===== config.mk =====
export PLATFORM = sky130hd
export DESIGN_NAME = circ_agen
export DESIGN_NICKNAME = d
export VERILOG_FILES = /design/src/rtl/circ_agen_pkg.sv /design/src/rtl/circ_agen_update.sv /design/src/rtl/circ_agen_regs.sv /design/src/rtl/circ_agen_addr.sv /design/src/rtl/circ_agen.sv
export SDC_FILE = /design/constraint.sdc
export NUM_CORES = 1
export LEC_CHECK = 0
export ABC_AREA = 1
export BUFFER_PORTS_ARGS = -buffer_cell sky130_fd_sc_hd__clkbuf_2
export CELL_PAD_IN_SITES_DETAIL_PLACEMENT = 1
export CELL_PAD_IN_SITES_GLOBAL_PLACEMENT = 2
export CORE_MARGIN = 4
export CORE_UTILIZATION = 34
export CTS_CLUSTER_DIAMETER = 80
export DETAILED_ROUTE_END_ITERATION = 12
export PLACE_DENSITY_LB_ADDON = 0.1
export SYNTH_ARGS = -nofsm -noshare
export SYNTH_HDL_FRONTEND = slang
export SYNTH_HIERARCHICAL = 1
export SYNTH_SLANG_ARGS = --single-unit

===== constraint.sdc =====
create_clock -name clk -period 5.7 [get_ports clk]
set_input_delay 1.14 -clock clk [delete_from_list [all_inputs] [get_ports clk]]
set_output_delay 1.14 -clock clk [all_outputs]
set_load 0.01 [all_outputs]

===== src/rtl/circ_agen_pkg.sv =====
package circ_agen_pkg;

    typedef enum logic [1:0] {
        SEL_PTR  = 2'd0,
        SEL_BASE = 2'd1,
        SEL_SIZE = 2'd2,
        SEL_MODE = 2'd3
    } wr_sel_e;

    typedef enum logic [1:0] {
        OP_HOLD = 2'd0,
        OP_INC  = 2'd1,
        OP_DEC  = 2'd2,
        OP_STEP = 2'd3
    } mod_op_e;

    typedef enum logic {
        ST_IDLE  = 1'b0,
        ST_ISSUE = 1'b1
    } agen_state_e;

endpackage


===== src/rtl/circ_agen_update.sv =====
module circ_agen_update
    import circ_agen_pkg::*;
#(
    parameter int OFS_W = 16
) (
    input  logic [OFS_W-1:0] ofs,
    input  logic [OFS_W-1:0] size,
    input  logic             circ,
    input  logic [1:0]       op,
    input  logic [OFS_W-1:0] step,
    output logic [OFS_W-1:0] nxt
);
    localparam int EXT_W = OFS_W + 2;

    logic signed [EXT_W-1:0] delta;
    logic signed [EXT_W-1:0] sum;
    logic signed [EXT_W-1:0] sz;
    logic signed [EXT_W-1:0] folded;
    logic        [OFS_W-1:0] lin;

    always_comb begin
        unique case (mod_op_e'(op))
            OP_HOLD: delta = '0;
            OP_INC:  delta = EXT_W'(1);
            OP_DEC:  delta = -EXT_W'(1);
            OP_STEP: delta = {{2{step[OFS_W-1]}}, step};
            default: delta = '0;
        endcase
    end

    always_comb begin
        lin = ofs + delta[OFS_W-1:0];
        sum = $signed({2'b00, ofs}) + delta;
        sz  = $signed({2'b00, size});
        if (sum < 0)
            folded = sum + sz;
        else if (sum >= sz)
            folded = sum - sz;
        else
            folded = sum;
    end

    always_comb begin
        if (!circ)
            nxt = lin;
        else if (size == '0)
            nxt = ofs;
        else
            nxt = folded[OFS_W-1:0];
    end


    always_comb begin
        if (circ && size != '0 && ofs < size && op != OP_STEP) begin
            wrap_range_chk: assert (nxt < size)
                else $error("circular offset left the ring");
        end
    end

endmodule


===== src/rtl/circ_agen_regs.sv =====
module circ_agen_regs
    import circ_agen_pkg::*;
#(
    parameter int NUM_PTR = 4,
    parameter int OFS_W   = 16,
    parameter int ADDR_W  = 24,
    parameter int IDX_W   = (NUM_PTR > 1) ? $clog2(NUM_PTR) : 1
) (
    input  logic                          clk,
    input  logic                          rst_n,
    input  logic                          wr_en,
    input  logic [1:0]                    wr_sel,
    input  logic [IDX_W-1:0]              wr_idx,
    input  logic [ADDR_W-1:0]             wr_data,
    input  logic                          upd_en,
    input  logic [IDX_W-1:0]              upd_idx,
    input  logic [OFS_W-1:0]              upd_val,
    output logic [NUM_PTR-1:0][OFS_W-1:0] ofs_q,
    output logic [ADDR_W-1:0]             base_q,
    output logic [OFS_W-1:0]              size_q,
    output logic [NUM_PTR-1:0]            circ_q
);
    logic wr_ptr;
    logic wr_base;
    logic wr_size;
    logic wr_mode;

    always_comb begin
        wr_ptr  = wr_en && (wr_sel_e'(wr_sel) == SEL_PTR);
        wr_base = wr_en && (wr_sel_e'(wr_sel) == SEL_BASE);
        wr_size = wr_en && (wr_sel_e'(wr_sel) == SEL_SIZE);
        wr_mode = wr_en && (wr_sel_e'(wr_sel) == SEL_MODE);
    end

    always_ff @(posedge clk) begin
        if (!rst_n) begin
            base_q <= '0;
            size_q <= '0;
        end else begin
            if (wr_base) base_q <= wr_data;
            if (wr_size) size_q <= wr_data[OFS_W-1:0];
        end
    end

    for (genvar i = 0; i < NUM_PTR; i++) begin : g_ptr
        logic hit_wr;
        logic hit_upd;

        always_comb begin
            hit_wr  = wr_ptr && (wr_idx == IDX_W'(i));
            hit_upd = upd_en && (upd_idx == IDX_W'(i));
        end

        always_ff @(posedge clk) begin
            if (!rst_n)
                ofs_q[i] <= '0;
            else if (hit_wr)
                ofs_q[i] <= wr_data[OFS_W-1:0];
            else if (hit_upd)
                ofs_q[i] <= upd_val;
        end

        always_ff @(posedge clk) begin
            if (!rst_n)
                circ_q[i] <= 1'b0;
            else if (wr_mode && wr_idx == IDX_W'(i))
                circ_q[i] <= wr_data[0];
        end


        write_wins_chk: assert property (@(posedge clk) disable iff (!rst_n)
            (wr_en && wr_sel == SEL_PTR && wr_idx == IDX_W'(i))
            |=> (ofs_q[i] == $past(wr_data[OFS_W-1:0])))
            else $error("pointer write lost");


        untouched_hold_chk: assert property (@(posedge clk) disable iff (!rst_n)
            (!(wr_en && wr_sel == SEL_PTR && wr_idx == IDX_W'(i)) &&
             !(upd_en && upd_idx == IDX_W'(i)))
            |=> $stable(ofs_q[i]))
            else $error("unselected pointer changed");
    end

endmodule


===== src/rtl/circ_agen_addr.sv =====
module circ_agen_addr #(
    parameter int OFS_W  = 16,
    parameter int ADDR_W = 24
) (
    input  logic [OFS_W-1:0]  ofs,
    input  logic [ADDR_W-1:0] base,
    input  logic              circ,
    output logic [ADDR_W-1:0] eff
);
    localparam int PAD_W = ADDR_W - OFS_W;

    logic [ADDR_W-1:0] ofs_ext;

    always_comb begin
        ofs_ext = {{PAD_W{1'b0}}, ofs};
        eff     = circ ? (base + ofs_ext) : ofs_ext;
    end

endmodule


===== src/rtl/circ_agen.sv =====
module circ_agen
    import circ_agen_pkg::*;
#(
    parameter int NUM_PTR = 4,
    parameter int OFS_W   = 16,
    parameter int ADDR_W  = 24,
    parameter int IDX_W   = (NUM_PTR > 1) ? $clog2(NUM_PTR) : 1
) (
    input  logic              clk,
    input  logic              rst_n,
    input  logic              wr_en,
    input  logic [1:0]        wr_sel,
    input  logic [IDX_W-1:0]  wr_idx,
    input  logic [ADDR_W-1:0] wr_data,
    input  logic              acc_valid,
    input  logic [IDX_W-1:0]  acc_idx,
    input  logic [1:0]        acc_op,
    input  logic [OFS_W-1:0]  acc_step,
    output logic              addr_valid,
    output logic [ADDR_W-1:0] addr
);
    localparam int PAD_W = ADDR_W - OFS_W;

    logic [NUM_PTR-1:0][OFS_W-1:0] ofs_q;
    logic [ADDR_W-1:0]             base_q;
    logic [OFS_W-1:0]              size_q;
    logic [NUM_PTR-1:0]            circ_q;
    logic [OFS_W-1:0]              ofs_sel;
    logic                          circ_sel;
    logic [OFS_W-1:0]              ofs_nxt;
    logic [ADDR_W-1:0]             eff;
    logic [ADDR_W-1:0]             addr_q;
    agen_state_e                   state_q;
    agen_state_e                   state_d;

    always_comb begin
        ofs_sel  = ofs_q[acc_idx];
        circ_sel = circ_q[acc_idx];
    end

    circ_agen_regs #(
        .NUM_PTR (NUM_PTR),
        .OFS_W   (OFS_W),
        .ADDR_W  (ADDR_W),
        .IDX_W   (IDX_W)
    ) u_regs (
        .clk     (clk),
        .rst_n   (rst_n),
        .wr_en   (wr_en),
        .wr_sel  (wr_sel),
        .wr_idx  (wr_idx),
        .wr_data (wr_data),
        .upd_en  (acc_valid),
        .upd_idx (acc_idx),
        .upd_val (ofs_nxt),
        .ofs_q   (ofs_q),
        .base_q  (base_q),
        .size_q  (size_q),
        .circ_q  (circ_q)
    );

    circ_agen_update #(
        .OFS_W (OFS_W)
    ) u_update (
        .ofs  (ofs_sel),
        .size (size_q),
        .circ (circ_sel),
        .op   (acc_op),
        .step (acc_step),
        .nxt  (ofs_nxt)
    );

    circ_agen_addr #(
        .OFS_W  (OFS_W),
        .ADDR_W (ADDR_W)
    ) u_addr (
        .ofs  (ofs_sel),
        .base (base_q),
        .circ (circ_sel),
        .eff  (eff)
    );

    // next-state logic
    always_comb begin
        state_d = state_q;
        unique case (state_q)
            ST_IDLE:  state_d = acc_valid ? ST_ISSUE : ST_IDLE;
            ST_ISSUE: state_d = acc_valid ? ST_ISSUE : ST_IDLE;
            default:  state_d = ST_IDLE;
        endcase
    end

    // state register
    always_ff @(posedge clk) begin
        if (!rst_n)
            state_q <= ST_IDLE;
        else
            state_q <= state_d;
    end

    always_ff @(posedge clk) begin
        if (!rst_n)
            addr_q <= '0;
        else if (acc_valid)
            addr_q <= eff;
    end

    // outputs
    always_comb begin
        addr_valid = (state_q == ST_ISSUE);
        addr       = addr_q;
    end


    valid_follows_req_chk: assert property (@(posedge clk) disable iff (!rst_n)
        acc_valid |=> addr_valid)
        else $error("address not flagged after request");


    idle_low_chk: assert property (@(posedge clk) disable iff (!rst_n)
        !acc_valid |=> !addr_valid)
        else $error("address flagged without request");


    linear_no_base_chk: assert property (@(posedge clk) disable iff (!rst_n)
        (acc_valid && !circ_sel) |=> (addr[ADDR_W-1:OFS_W] == '0))
        else $error("linear address carries high bits");


    circ_in_ring_chk: assert property (@(posedge clk) disable iff (!rst_n)
        (acc_valid && circ_sel && size_q != '0 && ofs_sel < size_q)
        |=> ((addr - $past(base_q)) < {{PAD_W{1'b0}}, $past(size_q)}))
        else $error("circular address outside ring");

endmodule


==> impl_metrics.tcl <==
set metrics [dict create \
    outcome "completed" \
    synthFlopType "dfxtp_1" \
    async_reset_ff_share_pct 0 \
    yosys.area_share.simple_pct 45.0 \
    synth_area_um2 12600 \
    drive_gt1_share_pct 15.8 \
    clock_path_buffers 2 \
    cts-root-buf "clkbuf_16" \
    finalHoldViolCount 0 \
    finalCritPeriodShare_pct 94.5 \
    clkTransAtPathRegs_ps 60 \
    peakVddDrop_uv 184 \
    hold_ws_ps 469 \
    tightestPinTransition_ps 1260 \
    leakagePower_uw 0.00724 \
    yosysMostFrequentCell "nand2_1" \
    vias 14524 \
    tritoncts.num_buffers 17 \
    hold_end "u_regs/circ_q[3]$_SDFFE_PN0P_" \
    slew_headroom_pct 15.6 \
    synth_area_leaders "dfxtp_1 21%, nand2_1 18%, nand3_1 9.4%" \
    start_util_pct 34.4 \
    period_needed_ps 5390 \
    endpoint_kind "flop" \
    syn-num-nets 2226 \
    synth_top_area_share_pct 21.2 \
    grt_pass1_vias 14868 \
    synth_area_leader_cell "dfxtp_1" \
    p_per_area_nw_per_um2 281 \
    cap_violations 0 \
    num_rows 70 \
    postSynthCellCount 2106 \
    grt_pass1_wl_um 88600 \
    grt_overflow 0 \
    reg2reg_depth 29 \
    startpoint_type "input pin" \
    crit_required_ps 6060 \
    setup_viol 0 \
    fp.dieH_um 200 \
    io_pins 77 \
    antenna_found_initial 0 \
    fin_util_pct 40.1 \
    synth_mux_area_share_pct 0 \
    grt_use_total_pct 28.3 \
    skew_ps 22.1 \
    dpl.hpwl_um 44400 \
    tritoncts "done" \
    path_class "input pin to flop" \
    synth_cell_types 46 \
    critical-path-slowest-cell "ha_1" \
    critical_path.top_delay_family "simple AND/OR/NAND/NOR gates" \
    synthToLayoutAreaGrowth_pct 16.6 \
    port_buffers 76 \
    seq_area_frac_synth_pct 21.2 \
    cp_max_fo 20 \
    die_x_um 200 \
    fillerInstances 4956 \
    rr_endpoint "u_regs/ofs_q[59]$_SDFFE_PN0P_" \
    synthAdderAreaFrac_pct 7.02 \
    remaining_drc_errors 0 \
    globalplace.congestion 0.906 \
    dieArea_um2 40100 \
    drtIter0Drc 818 \
    diodes 0 \
    max_freq_mhz 186 \
    final.setup.tns_ps 0 \
    worstPathArrival_ps 5750 \
    whs_path_depth 2 \
    r2r_setup_slack_ps 1040 \
    layout.nets 2349 \
    synth_common_cells "603 x nand2_1, 258 x inv_1, 237 x nand3_1, 154 x a21oi_1, 153 x nor2_1" \
    first_pass_iters 5 \
    ant_nets 0 \
    final_cell_area_um2 14600 \
    synthXorXnorAreaFrac_pct 2.51 \
    path_buf_inv 10 \
    synth_edf_count 0 \
    grt_max_degree 67 \
    slew_violations 0 \
    cts_max_level 4 \
    yosys_warnings 6 \
    r2r_start "u_regs/ofs_q[0]$_SDFFE_PN0P_" \
    synth-seq-cells 133 \
    synth_top_family_by_area "simple AND/OR/NAND/NOR gates" \
    synth_compound_area_share_pct 11.0 \
    clk_latency_ps 450 \
    slowest_delay_ps 400 \
    avgSynthCellArea_um2 5.96 \
    clkSinkCount 133 \
    dpl-instance-area_um2 13900 \
    avgViaCountPerCell 5.36 \
    holdCritPathClass "flop to flop" \
    routedWlPerCell_um 21.4 \
    coreArea_um2 36500 \
    min_from "u_regs/circ_q[3]$_SDFFE_PN0P_" \
    routed_wl_um 58000 \
    ctsHoldBuffers 0 \
    rsz0062_at_grt "true" \
]
-- timing repair --
action                                  4_1_cts  5_1_grt
buffers inserted                              0        0
resized for setup                             0       20
endpoints found under the setup margin        0       64
-- worst min-delay path, cell delays in order (launching register included) --
cell	delay (ps)
dfxtp_1	310
nand2_1	60
a21oi_1	50
-- per-stage QoR --
| step | cells | total power [µW] | setup slack, ps |
|---|---|---|---|
| 3_3_place_gp | 2678 | 2930 | -224 |
| 2_1_floorplan | 2106 | 2140 | 732 |
| 5_1_grt | 2710 | 4360 | -8.21 |
| 4_1_cts | 2710 | 4100 | 93.4 |
| 3_5_place_dp | 2678 | 2940 | -350 |
| 6_report | 2710 | 4110 | 315 |
-- report_power, final --
part           switching, µW  leakage [µW]  internal [µW]
Clock                    471      0.000276            668
Sequential              34.8       0.00109            986
Combinational           1260       0.00588            692
Total                   1770       0.00724           2350
-- cell type report --
| class | count | area (µm²) | share of cell area [%] |
|---|---|---|---|
| clock buffer | 21 | 460 | 3.15 |
| inverter | 274 | 1030 | 7.06 |
| multi-input combinational | 1592 | 8340 | 57.0 |
| timing repair buffer | 211 | 1430 | 9.76 |
| tap | 468 | 586 | 4.00 |
| clock inverter | 11 | 126 | 0.864 |
| sequential | 133 | 2660 | 18.2 |
-- routing by layer --
| metal | global-route usage (%) | part of all wire, % |
|---|---|---|
| met1 | 36.4 | 44 |
| met2 | 48.5 | 47 |
| met3 | 4.01 | 4.4 |
| met4 | 10.4 | 3.9 |
| met5 | 0 | 0 |
-- sequential cells by signal, summed over array words and instances, names as in the netlist --
signal and count:
u_regs/ofs_q 64, addr 24, u_regs/base_q 24, u_regs/size_q 16, u_regs/circ_q 4, addr_valid 1
-- cell families after synthesis --
family | Yosys count
fa+ha+maj | 68
buf+inv | 381
simple gates | 1227
xor+xnor | 36
flops | 133
compound gates | 261
-- worst max-delay path by stage --
| stage | startpoint | endpoint | depth (start not counted) |
|---|---|---|---|
| after detailed placement | acc_idx[0] | u_regs/ofs_q[33]$_SDFFE_PN0P_ | 30 |
| after global routing | acc_idx[0] | u_regs/ofs_q[24]$_SDFFE_PN0P_ | 35 |
| final | acc_idx[0] | u_regs/ofs_q[22]$_SDFFE_PN0P_ | 32 |
| after global placement | acc_idx[0] | u_regs/ofs_q[49]$_SDFFE_PN0P_ | 30 |
| after floorplan | acc_idx[0] | u_regs/ofs_q[22]$_SDFFE_PN0P_ | 37 |
| after CTS | acc_idx[0] | u_regs/ofs_q[49]$_SDFFE_PN0P_ | 30 |
-- placed cells by master (no fill, tap or decap), drive strengths merged --
master and n:
o21bai 13, o21ai 78, dfxtp 133, bufinv 2
nor4 2, a21oi 160, clkbuf 95, or2 4
o211ai 2, and2 2, and3 1, nand3 248
ha 64, a31oi 5, nand2 624, inv 274
nand4 130, o22ai 1, buf 137, xnor2 7
nor3 8, clkinvlp 4, nor2 188, clkinv 5
xor2 29, a21o 2, fa 4, nand3b 20
Note: power is estimated with default switching activity, not from simulation.
